File: config.mk
export PLATFORM = sky130hd
export DESIGN_NAME = tap_timer
export DESIGN_NICKNAME = d
export VERILOG_FILES = /design/src/rtl/tap_timer_pkg.sv /design/src/rtl/tap_timer_sync.sv /design/src/rtl/tap_timer_rstctl.sv /design/src/rtl/tap_timer_counter.sv /design/src/rtl/tap_timer_outctl.sv /design/src/rtl/tap_timer.sv
export SDC_FILE = /design/constraint.sdc
export NUM_CORES = 1
export LEC_CHECK = 0
export BUFFER_PORTS_ARGS = -buffer_cell sky130_fd_sc_hd__buf_2
export CORE_UTILIZATION = 30
export DETAILED_ROUTE_END_ITERATION = 6
export HOLD_SLACK_MARGIN = 0.05
export SETUP_SLACK_MARGIN = 0.02
export SKIP_CTS_REPAIR_TIMING = 1
export SLEW_MARGIN = 10
export SYNTH_ARGS = -nofsm -noshare
export SYNTH_HDL_FRONTEND = slang
export SYNTH_SLANG_ARGS = --single-unit
File: constraint.sdc
create_clock -name clk -period 1.8 [get_ports clk]
set_clock_uncertainty 0.05 [all_clocks]
set_input_delay 0.36 -clock clk [delete_from_list [all_inputs] [get_ports clk]]
set_output_delay 0.36 -clock clk [all_outputs]
set_load 0.1 [all_outputs]
File: src/rtl/tap_timer_pkg.sv
package tap_timer_pkg;

    localparam int unsigned DEF_CNT_W  = 16;
    localparam int unsigned DEF_STG_00 = 13;
    localparam int unsigned DEF_STG_01 = 10;
    localparam int unsigned DEF_STG_10 = 8;
    localparam int unsigned DEF_STG_11 = 16;

    typedef enum logic {
        MODE_ONESHOT = 1'b0,
        MODE_RECYCLE = 1'b1
    } tmr_mode_e;

    typedef struct packed {
        logic clr;   // timer reset active: clear count and latch
        logic adv;   // advance the counter this cycle
    } cnt_cmd_t;

endpackage

File: src/rtl/tap_timer_sync.sv
module tap_timer_sync #(
    parameter int unsigned W = 2
) (
    input  logic         clk,
    input  logic         rst,
    input  logic [W-1:0] d_async,
    output logic [W-1:0] q_sync
);
    logic [W-1:0] meta_q;

    always_ff @(posedge clk) begin
        if (rst) begin
            meta_q <= '0;
            q_sync <= '0;
        end else begin
            meta_q <= d_async;
            q_sync <= meta_q;
        end
    end
endmodule

File: src/rtl/tap_timer_rstctl.sv
module tap_timer_rstctl
    import tap_timer_pkg::*;
(
    input  logic     clk,
    input  logic     rst,
    input  logic     mrst_s,
    input  logic     por_s,
    input  logic     auto_off,
    input  logic     cnt_en,
    output cnt_cmd_t cmd,
    output logic     armed
);
    logic clr_now;

    assign clr_now = mrst_s | (por_s & ~auto_off);

    always_ff @(posedge clk) begin
        if (rst)
            armed <= 1'b0;
        else if (clr_now)
            armed <= 1'b1;
    end

    always_comb begin
        cmd.clr = clr_now;
        cmd.adv = cnt_en & armed & ~clr_now;
    end
endmodule

File: src/rtl/tap_timer_counter.sv
module tap_timer_counter
    import tap_timer_pkg::*;
#(
    parameter int unsigned CNT_W = DEF_CNT_W
) (
    input  logic             clk,
    input  logic             rst,
    input  cnt_cmd_t         cmd,
    output logic [CNT_W-1:0] cnt_q
);
    always_ff @(posedge clk) begin
        if (rst || cmd.clr)
            cnt_q <= '0;
        else if (cmd.adv)
            cnt_q <= cnt_q + 1'b1;
    end
endmodule

File: src/rtl/tap_timer_outctl.sv
module tap_timer_outctl
    import tap_timer_pkg::*;
#(
    parameter int unsigned CNT_W  = DEF_CNT_W,
    parameter int unsigned STG_00 = DEF_STG_00,
    parameter int unsigned STG_01 = DEF_STG_01,
    parameter int unsigned STG_10 = DEF_STG_10,
    parameter int unsigned STG_11 = DEF_STG_11
) (
    input  logic             clk,
    input  logic             rst,
    input  logic             clr,
    input  logic [CNT_W-1:0] cnt_q,
    input  logic [1:0]       stage_sel,
    input  tmr_mode_e        mode,
    input  logic             pol_hi,
    output logic             done_q,
    output logic             out_q
);
    logic tap;
    logic shot;

    // stage N is counter bit N-1
    always_comb begin
        unique case (stage_sel)
            2'b00:   tap = cnt_q[STG_00-1];
            2'b01:   tap = cnt_q[STG_01-1];
            2'b10:   tap = cnt_q[STG_10-1];
            default: tap = cnt_q[STG_11-1];
        endcase
        shot = done_q | tap;
    end

    always_ff @(posedge clk) begin
        if (rst || clr || mode == MODE_RECYCLE)
            done_q <= 1'b0;
        else
            done_q <= shot;
    end

    always_ff @(posedge clk) begin
        if (rst)
            out_q <= 1'b0;
        else
            out_q <= pol_hi ^ ((mode == MODE_RECYCLE) ? tap : shot);
    end
endmodule

File: src/rtl/tap_timer.sv
module tap_timer
    import tap_timer_pkg::*;
#(
    parameter int unsigned CNT_W  = DEF_CNT_W,
    parameter int unsigned STG_00 = DEF_STG_00,
    parameter int unsigned STG_01 = DEF_STG_01,
    parameter int unsigned STG_10 = DEF_STG_10,
    parameter int unsigned STG_11 = DEF_STG_11
) (
    input  logic       clk,
    input  logic       rst,
    input  logic       cnt_en,
    input  logic       mrst_in,
    input  logic       por_in,
    input  logic       auto_off,
    input  logic [1:0] stage_sel,
    input  logic       mode,
    input  logic       pol_hi,
    output logic       tmr_out
);
    localparam int unsigned N_ASYNC = 2;

    logic [N_ASYNC-1:0] async_raw;
    logic [N_ASYNC-1:0] async_s;
    cnt_cmd_t           cmd;
    logic               armed;
    logic               rst_act;
    logic [CNT_W-1:0]   cnt_q;
    logic               done_q;

    assign async_raw = {por_in, mrst_in};
    assign rst_act   = cmd.clr;

    tap_timer_sync #(.W(N_ASYNC)) u_sync (
        .clk     (clk),
        .rst     (rst),
        .d_async (async_raw),
        .q_sync  (async_s)
    );

    tap_timer_rstctl u_rstctl (
        .clk      (clk),
        .rst      (rst),
        .mrst_s   (async_s[0]),
        .por_s    (async_s[1]),
        .auto_off (auto_off),
        .cnt_en   (cnt_en),
        .cmd      (cmd),
        .armed    (armed)
    );

    tap_timer_counter #(.CNT_W(CNT_W)) u_cnt (
        .clk   (clk),
        .rst   (rst),
        .cmd   (cmd),
        .cnt_q (cnt_q)
    );

    tap_timer_outctl #(
        .CNT_W (CNT_W),
        .STG_00(STG_00),
        .STG_01(STG_01),
        .STG_10(STG_10),
        .STG_11(STG_11)
    ) u_out (
        .clk       (clk),
        .rst       (rst),
        .clr       (cmd.clr),
        .cnt_q     (cnt_q),
        .stage_sel (stage_sel),
        .mode      (tmr_mode_e'(mode)),
        .pol_hi    (pol_hi),
        .done_q    (done_q),
        .out_q     (tmr_out)
    );
endmodule

Word-level counts from Yosys, hierarchy flattened
Index checks and enable logic that the tools add are counted.
{ "word_totals": {"reg_bits": 23, "out_inout_bits": 1, "elab_cells": 22} }
{ "classes": {"addsub": 1, "eq_ne": 2, "mux": 2, "n_bitwise": 8, "n_reduce_logical": 3} }
{ "ops": {"columns": ["operator", "count"], "rows": [
  ["$add 16x1->16 const B", 1],
  ["$and 1x1->1", 3],
  ["$pmux 1 s3", 1],
  ["$eq 2x1->1 const B", 1],
  ["$eq 2x2->1 const B", 1],
  ["$logic_not 2->1", 1],
  ["$logic_or 1x1->1", 2],
  ["$not 1->1", 2],
  ["$or 1x1->1", 2],
  ["$mux 1", 1],
  ["$xor 1x1->1", 1]
]} }

Depth between registers and ports, before layout
Gate-level depths: netlist (run 1).
{ "logic_depth": {"word_depth": 5, "ltp_mapped": 6} }

By module
A second synthesis (run 1) with hierarchy kept.
{ "unflattened": {"hier_cells": 109, "area_unflattened_um2": 1028.5} }
{ "by_module_without_submodules": {"columns": ["mod", "instances", "cells_each", "area_each_um2", "seq_area_each_um2"], "rows": [
  ["tap_timer_counter", 1, 81, 716.9, 320.3],
  ["tap_timer_outctl", 1, 13, 140.1, 40.0],
  ["tap_timer_sync", 1, 8, 105.1, 80.1],
  ["tap_timer_rstctl", 1, 7, 66.3, 20.0]
]} }

Worst setup path after synthesis (run 1)
Ideal clock, no wire load.
{ "synth_path": {"kind": "reg2reg", "from": "reg u_cnt.cnt_q[0]", "to": "reg u_cnt.cnt_q[14]", "setup_time_ps": 70, "arrival_time_ps": 1577, "path_slack_ps": 103, "path_stages_with_launch": 6, "n_path_buf": 0, "path_cell_list": "dfxtp_1 > ha_1 > nand2_1 > or3_1 > or4_1 > a21oi_1"} }
{ "synth_between": {"elab_chain_cells": 1} }
{ "synth_rtl": {"columns": ["element", "line_no", "source"], "rows": [
  ["from (decl)", "tap_timer_counter.sv:9", "output logic [CNT_W-1:0] cnt_q"],
  ["from (signal assigned)", "tap_timer_counter.sv:15", "cnt_q <= cnt_q + 1'b1;"],
  ["$add 16x1->16", "tap_timer_counter.sv:15", null]
]} }
No other way between the ends.
A chain may end at the register's enable or synchronous reset.

Worst setup path in the final report (run 1)
{ "layout_path": {"from": "reg u_sync.q_sync[1]", "to": "reg u_cnt.cnt_q[14]"} }
{ "layout_between": {"elab_chain_cells": 4, "elab_cells_between_ends": 5, "cone_classes": "bitwise (4); reduce/logical (1)"} }
{ "layout_rtl": {"columns": ["element", "line_no", "source"], "rows": [
  ["from (decl)", "tap_timer_sync.sv:7", "output logic [W-1:0] q_sync"],
  ["from (signal assigned)", "tap_timer_sync.sv:17", "q_sync <= meta_q;"],
  ["$and 1x1->1 (*)", "tap_timer_rstctl.sv:15", "assign clr_now = mrst_s | (por_s & ~auto_off);"],
  ["$or 1x1->1 (*)", "tap_timer_rstctl.sv:15", null],
  ["$not 1->1", "tap_timer_rstctl.sv:26", "cmd.adv = cnt_en & armed & ~clr_now;"],
  ["$and 1x1->1", "tap_timer_rstctl.sv:26", null]
]} }
Every way passes the cells marked *; elsewhere a longest branch is shown, timed or not.

==> results of run 1 <==
sequential cells by signal (all words and copies together) (netlist names):
| name | count |
|---|---|
| u_rstctl.armed | 1 |
| u_sync.q_sync | 2 |
| u_out.done_q | 1 |
| u_sync.meta_q | 2 |
| u_cnt.cnt_q | 16 |
| u_out.out_q | 1 |
kinds of logic after synthesis:
group                      Yosys count  share of synthesized area (%)
buffers and inverters                7                           3.46
muxes                                2                           3.21
and+or+nand+nor                     53                           29.5
xor gates and xnor gates             6                           5.19
DFF                                 23                           45.5
AOI/OAI and AO/OA                   20                           11.9
adders and majority gates            1                           1.24
worst reg2reg max path: stages (launching register included):
cell and delay, ns:
dfxtp_1 0.32, nor2b_1 0.13, buf_4 0.15, or3_4 0.37
or4_1 0.47, a21oi_1 0.14
layout make-up:
cell class,instances,area [um2]
Sequential cell,23,463
Timing Repair Buffer,20,125
Clock inverter,1,7.51
Fill cell,317,1920
Multi-Input combinational cell,82,527
Tap cell,44,55.1
Inverter,2,7.51
Clock buffer,3,22.5
placed cells by master (no fill, tap or decap):
cell,instances
nor4b_1,1
nand2_1,8
a21oi_1,10
nand3_2,1
or4_1,5
buf_2,10
and2_1,1
or3_2,2
buf_4,10
or3_1,1
o41ai_1,1
o31ai_1,5
mux2i_1,1
o21ai_0,3
o311ai_0,1
or3_4,2
nor2b_1,5
dfxtp_1,21
nor2_1,8
ha_1,1
and3_1,2
and4_1,1
mux4_2,1
nand2b_1,2
xor2_1,4
clkbuf_4,3
nor4_1,1
nand3_1,5
xnor2_1,2
dfxtp_2,2
nor3_1,3
clkinvlp_4,1
nand4_1,5
inv_1,2
metal layers:
layer / global-route usage, % / share of wire [%] / up-vias
li1: - / - / 450
met1: 17.4 / 51 / 404
met2: 19.8 / 44 / 20
met3: 4.33 / 4.5 / 2
met4: 0.664 / 0.40 / 0
met5: 0 / 0 / -
worst max path at each step:
| stage | from | end | slack [ns] | cells past startpoint |
|---|---|---|---|---|
| 2_1_floorplan | u_cnt.cnt_q[0]$_SDFFE_PP0P_ | u_cnt.cnt_q[14]$_SDFFE_PP0P_ | 0.10 | 5 |
| 3_3_place_gp | auto_off | u_cnt.cnt_q[14]$_SDFFE_PP0P_ | 0.06 | 6 |
| 3_5_place_dp | auto_off | u_cnt.cnt_q[13]$_SDFFE_PP0P_ | 0.02 | 5 |
| 4_1_cts | u_cnt.cnt_q[0]$_SDFFE_PP0P_ | u_cnt.cnt_q[11]$_SDFFE_PP0P_ | 0.02 | 4 |
| 5_1_grt | u_cnt.cnt_q[0]$_SDFFE_PP0P_ | u_cnt.cnt_q[14]$_SDFFE_PP0P_ | 0.03 | 5 |
| 6_report | u_sync.q_sync[1]$_SDFF_PP0_ | u_cnt.cnt_q[14]$_SDFFE_PP0P_ | 0.11 | 5 |
cell usage after synthesis, types with 3 or more instances:
master,count
dfxtp_1,23
a21oi_1,10
nand2_1,8
nor2_1,8
nand3_1,5
nand4_1,5
nor2b_1,5
o31ai_1,5
or4_1,5
xor2_1,4
clkbuf_1,3
nor3_1,3
o21ai_0,3
or3_1,3
power breakdown:
part	leakage, nW	internal, mW	switching [mW]
clock	0.0139	0.0848	0.160
combinational	0.224	0.0224	0.0341
sequential	0.188	0.517	0.00397
==> metrics.md, run 1 <==
| Metric | Value |
|---|---|
| IO Pins | `11` |
| Starting Density | `32.4%` |
| Number of synthesized flops with an enable pin | `0` |
| Worst reg-to-reg setup slack | `0.11 ns` |
| Total power | `0.823 mW` |
| Initial antenna violation count | `0` |
| Synth top area share | `45.5%` |
| Async S/R FF share, synth | `0%` |
| Gp weighted congestion | `0.815` |
| Worst reg2reg path depth | `5` |
| Clock Latency Late Sink | `0.31 ns` |
| Final min period | `1.69 ns` |
| Worst Path Required | `2.01 ns` |
| Total GRT Usage | `12.6%` |
| Synth area leaders | `dfxtp_1 45%, a21oi_1 4.9%, o31ai_1 3.7%, or4_1 3.7%, xor2_1 3.5%` |
| Yosys warning count | `0` |
| Synthesized net count | `123` |
| H-tree levels | `1` |
| Startpoint Class | `register` |
| 1st-pass router iterations | `4` |
| RSZ-0062 raised after global routing | `false` |
| Post-synthesis instance total | `112` |
| Min-Delay Path Depth | `2` |
| Area delta synth->final | `19.3%` |
| Peak Freq | `590 MHz` |
| Die width | `between 60 and 70 um` |
| Crit path DAT | `about 1.9 ns` |
| Pre-CTS setup slack | `0.0204 ns` |
| Worst Hold Endpoint | `u_out.done_q$_SDFF_PP0_` |
| Routed Antenna Nets | `0` |
| Root buf cell | `clkbuf_4` |
| Final nets | `between 100 and 150` |
| TritonCTS clock tree | `built` |
| Final setup viols | `0` |
| Drt drc | `0` |
| Worst min path class | `input port to register` |
| Post-detail-place hpwl | `about 1.5 mm` |
| Critical Path Max Stage Delay | `0.46 ns` |
| First-pass GRT wire length | `between 3 and 4 mm` |
| Cts bufs inserted | `3` |
| ANT cells | `0` |
| Overflow after GRT | `0` |
| Worst Setup End Kind | `register` |
| Layout cells sized above 1 | `about a quarter` |
| Hold slack | `0.161 ns` |
| Final Non-Filler Cells | `175` |
| Cell Pwr Density | `between 600 and 700 nW/um2` |
| DR vias | `876` |
| Core Footprint | `3130 um2` |
| Max Slew Vio Count | `0` |
| Die area | `around 3600 um2` |
| Die Height | `about 60 um` |
| Sequential area share after synthesis | `45.5%` |
| WP buf/inv | `1` |
| Reg-to-reg endpoint | `u_cnt.cnt_q[14]$_SDFFE_PP0P_` |
| WL final | `1.99 mm` |
| Cell Area, Placed | `1160 um2` |
| HP Start | `mode` |
| Per-cell routed wire length | `11.4 um` |
| Slew margin rel. | `67.8%` |
| Final instance area | `1210 um2` |
| DP Cell Count | `171` |
| Max-Cap Viols | `0` |
| R2r startpoint | `u_sync.q_sync[1]$_SDFF_PP0_` |
| Final period util | `approximately 94%` |
| Critical path's slowest cell | `or4_1` |
| Worst vdd ir | `0.566 mV` |
| Routed vias/inst | `5.01` |
| Lkg Pwr | `around 0.43 nW` |
| Critical Path, Cell by Cell | `nor2b_1 > buf_4 > or3_4 > or4_1 > a21oi_1` |
| Max Root-Sink Buffers | `2` |
| Final Hold Fails | `0` |
| Leading area contributor after synthesis | `dfxtp_1` |
| Status | `finished, final reports clean` |
| Post-synthesis cell type count | `31` |
| Largest net degree at the start of global routing | `16` |
| Num Clock Sinks | `23` |
| Setup TNS Final | `0 ns` |
| FF+latch count, synth | `23` |
| Crit-path leading delay family | `simple AND/OR/NAND/NOR gates` |
| PortBufs | `10` |
| Vias in the first global route | `807` |
| Final core occ | `around two fifths` |
| Critical path peak fanout | `6` |
| Worst Max-Slew Pin Slew | `between 0.4 and 0.5 ns` |
| Iter 0 DRT Violations | `21` |
| Crit Path Class | `register to register` |
| Post-synth top flop | `dfxtp_1` |
| Cell Rows | `20` |
| Avg Cell Area, Syn | `9.04 um2` |
| Clock transition at the registers of the reported paths | `between 0.1 and 0.15 ns` |
| Post-route setup slack | `0.106 ns` |
| Synthesized cell area | `1010 um2` |
Power figures use the tool's default switching activity.
==> inputs of run 2 (changes only) <==
- CORE_UTILIZATION: 30 -> 50
- PLACE_DENSITY: not set -> 0.72
==> run 2 against run 1 <==
Critical endpoint unchanged. Clock power decreased by 5%. Cell area decreased by 3.1%. Die area decreased by 39%. Combinational power decreased by 6.2%. Via count increased by 1.4%. Final cell count decreased by 12%. Worst setup slack improved by 0.0085 ns. Largest power group unchanged. Critical path type unchanged.
==> metrics.md, run 2 (synthesis gave the netlist of run 1 again) <==
| Metric | Value |
|---|---|
| Cell Pwr Density | `690 nW/um2 (was 682 nW/um2)` |
| Vias in the first global route | `771 (was 807)` |
| Clock Latency Late Sink | `0.30 ns (was 0.31 ns)` |
| Worst min path class | `input port to register (unchanged)` |
| Combinational share of power | `6.6% (was 6.9%)` |
| Sw Share | `23.1% (was 24.1%)` |
| RSZ-0062 raised after global routing | `false (unchanged)` |
| Slew margin rel. | `64.0% (was 67.8%)` |
| Max-Cap Viols | `0 (unchanged)` |
| Worst Max-Slew Pin Slew | `0.539 ns (was 0.487 ns)` |
| Worst Path Required | `1.99 ns (was 2.01 ns)` |
| Area delta synth->final | `15.6% (was 19.3%)` |
| DP Cell Count | `149 (was 171)` |
| Initial antenna violation count | `0 (unchanged)` |
| Max Root-Sink Buffers | `2 (unchanged)` |
| Min-Delay Path Depth | `2 (unchanged)` |
| Clock network fraction of total power | `28.7% (was 29.8%)` |
| Hold slack | `0.182 ns (was 0.161 ns)` |
| Most frequent cells in the layout | `20 x dfxtp_1, 10 x a21oi_1, 10 x buf_2 (was 21 x dfxtp_1, 10 x a21oi_1, 10 x buf_2, 10 x buf_4)` |
| Starting Density | `56.2% (was 32.4%)` |
| ANT cells | `0 (unchanged)` |
| Worst Setup End Kind | `register (unchanged)` |
| WL final | `1.96 mm (was 1.99 mm)` |
| Final Non-Filler Cells | `154 (was 175)` |
| Root buf cell | `clkbuf_4 (unchanged)` |
| Critical path peak fanout | `5 (was 6)` |
| Max Slew Vio Count | `0 (unchanged)` |
| Die area | `2210 um2 (was 3610 um2)` |
| Sequential power share | `64.7% (was 63.3%)` |
| Largest reg by FF count | `u_cnt.cnt_q (unchanged)` |
| Int Power | `0.620 mW (was 0.624 mW)` |
| Core Footprint | `1800 um2 (was 3130 um2)` |
| Lkg Pwr | `0.416 nW (was 0.425 nW)` |
| Routed Antenna Nets | `0 (unchanged)` |
| Num Clock Sinks | `23 (unchanged)` |
| Overflow after GRT | `0 (unchanged)` |
| H-tree levels | `1 (unchanged)` |
| Final min period | `1.69 ns (about the same)` |
| Routed vias/inst | `5.77 (was 5.01)` |
| Final Hold Fails | `0 (unchanged)` |
| Top flop regs | `u_cnt.cnt_q (16), u_sync.meta_q (2), u_sync.q_sync (2) (unchanged)` |
| PortBufs | `10 (unchanged)` |
| Commonest non-fill, non-tap cell in the layout | `dfxtp_1 (unchanged)` |
| Per-cell routed wire length | `12.7 um (was 11.4 um)` |
| Cell Rows | `15 (was 20)` |
| Iter 0 DRT Violations | `22 (was 21)` |
| Crit path DAT | `1.87 ns (was 1.90 ns)` |
| Critical path's slowest cell | `or4_1 (unchanged)` |
| Critical Path, Cell by Cell | `ha_2 > nand2_1 > or3_4 > or4_1 > a21oi_1 (was nor2b_1 > buf_4 > or3_4 > or4_1 > a21oi_1)` |
| Status | `finished, final reports clean (unchanged)` |
| Layout cells sized above 1 | `24.8% (was 24.4%)` |
| Largest net degree at the start of global routing | `16 (unchanged)` |
| Setup TNS Final | `0 ns (unchanged)` |
| Die width | `47.0 um (was 60.1 um)` |
| Post-detail-place hpwl | `1.47 mm (was 1.49 mm)` |
| Total GRT Usage | `20.3% (was 12.6%)` |
| Drt drc | `0 (unchanged)` |
| Cts bufs inserted | `3 (unchanged)` |
| IO Pins | `11 (unchanged)` |
| Startpoint Class | `register (unchanged)` |
| R2r startpoint | `u_cnt.cnt_q[0]$_SDFFE_PP0P_ (was u_sync.q_sync[1]$_SDFF_PP0_)` |
| Gp weighted congestion | `0.879 (was 0.815)` |
| Max reg flops | `16 (unchanged)` |
| Critical Path Max Stage Delay | `0.47 ns (was 0.46 ns)` |
| Worst reg-to-reg setup slack | `0.11 ns (about the same)` |
| Final nets | `141 (was 143)` |
| Final setup viols | `0 (unchanged)` |
| Worst reg2reg path depth | `5 (unchanged)` |
| Reg-to-reg endpoint | `u_cnt.cnt_q[14]$_SDFFE_PP0P_ (unchanged)` |
| Crit Path Class | `register to register (unchanged)` |
| DR vias | `888 (was 876)` |
| Final period util | `93.6% (was 94.1%)` |
| Worst Hold Endpoint | `u_out.done_q$_SDFF_PP0_ (unchanged)` |
| Filler Cells Inserted | `169 (was 317)` |
| TritonCTS clock tree | `built (unchanged)` |
| HP Start | `mode (unchanged)` |
| Worst vdd ir | `0.623 mV (was 0.566 mV)` |
| Clock transition at the registers of the reported paths | `0.12 ns (was 0.13 ns)` |
| 1st-pass router iterations | `4 (unchanged)` |
| Peak Freq | `593 MHz (was 590 MHz)` |
| Die Height | `47.0 um (was 60.1 um)` |
| Net switching power | `0.187 mW (was 0.199 mW)` |
| First-pass GRT wire length | `3.19 mm (was 3.50 mm)` |
## run 2: cell types whose count changed in the layout (fill, tap and decap cells not counted), sizes merged
cell      change
clkinv        +1
buf           -2
clkinvlp      -1
## run 2: final cells by class
| cell class | count | area [um2] | area share (%) |
|---|---|---|---|
| flip-flops and latches | 23 | 464 | 39.7 |
| clock inverters | 1 | 5.00 | 0.428 |
| multi-input cells | 82 | 529 | 45.2 |
| repair buffers | 18 | 110 | 9.41 |
| inverters | 2 | 7.51 | 0.642 |
| well taps | 25 | 31.3 | 2.67 |
| clock buffers | 3 | 22.5 | 1.93 |
## run 2: power groups by stage
stage	logic [mW]	clock network [mW]	registers, mW
2_1_floorplan	0.0241	0	0.541
3_3_place_gp	0.0503	0	0.533
3_5_place_dp	0.0518	0	0.534
4_1_cts	0.0521	0.236	0.522
5_1_grt	0.0595	0.259	0.523
6_report	0.0530	0.232	0.522
## run 2: worst max path at each step
| stage | from | endpoint | cells after the start |
|---|---|---|---|
| 2_1_floorplan | u_cnt.cnt_q[0]$_SDFFE_PP0P_ | u_cnt.cnt_q[14]$_SDFFE_PP0P_ | 5 |
| 3_3_place_gp | auto_off | u_cnt.cnt_q[15]$_SDFFE_PP0P_ | 5 |
| 3_5_place_dp | auto_off | u_cnt.cnt_q[13]$_SDFFE_PP0P_ | 5 |
| 4_1_cts | u_cnt.cnt_q[0]$_SDFFE_PP0P_ | u_cnt.cnt_q[14]$_SDFFE_PP0P_ | 5 |
| 5_1_grt | u_cnt.cnt_q[3]$_SDFFE_PP0P_ | u_cnt.cnt_q[10]$_SDFFE_PP0P_ | 5 |
| 6_report | u_cnt.cnt_q[0]$_SDFFE_PP0P_ | u_cnt.cnt_q[14]$_SDFFE_PP0P_ | 5 |
## run 2: worst max-delay path: cells and delay by family (launching register included)
| family | cells | cell delay, ns |
|---|---|---|
| compound gates | 1 | 0.13 |
| simple gates | 3 | 0.89 |
| flops | 1 | 0.37 |
| fa+ha+maj | 1 | 0.18 |
## run 2: layer usage
layer,track usage [%],vias up,share of wire [%]
met2,36.1,24,51
met3,3.46,2,3.5
met5,0,-,0
met1,24.6,415,45
li1,-,447,-
met4,7.43,0,0.66
## run 2: stage by stage
stage,setup slack (ns),util (%),cell area [um2],total power [mW]
floorplan,0.103,-,1010,0.565
finish,0.115,64.9,1170,0.807
global placement,0.0312,62.1,1120,0.583
global route,0.0232,64.9,1170,0.842
CTS,0.00944,63.6,1150,0.810
detailed placement,-0.0166,62.1,1120,0.585
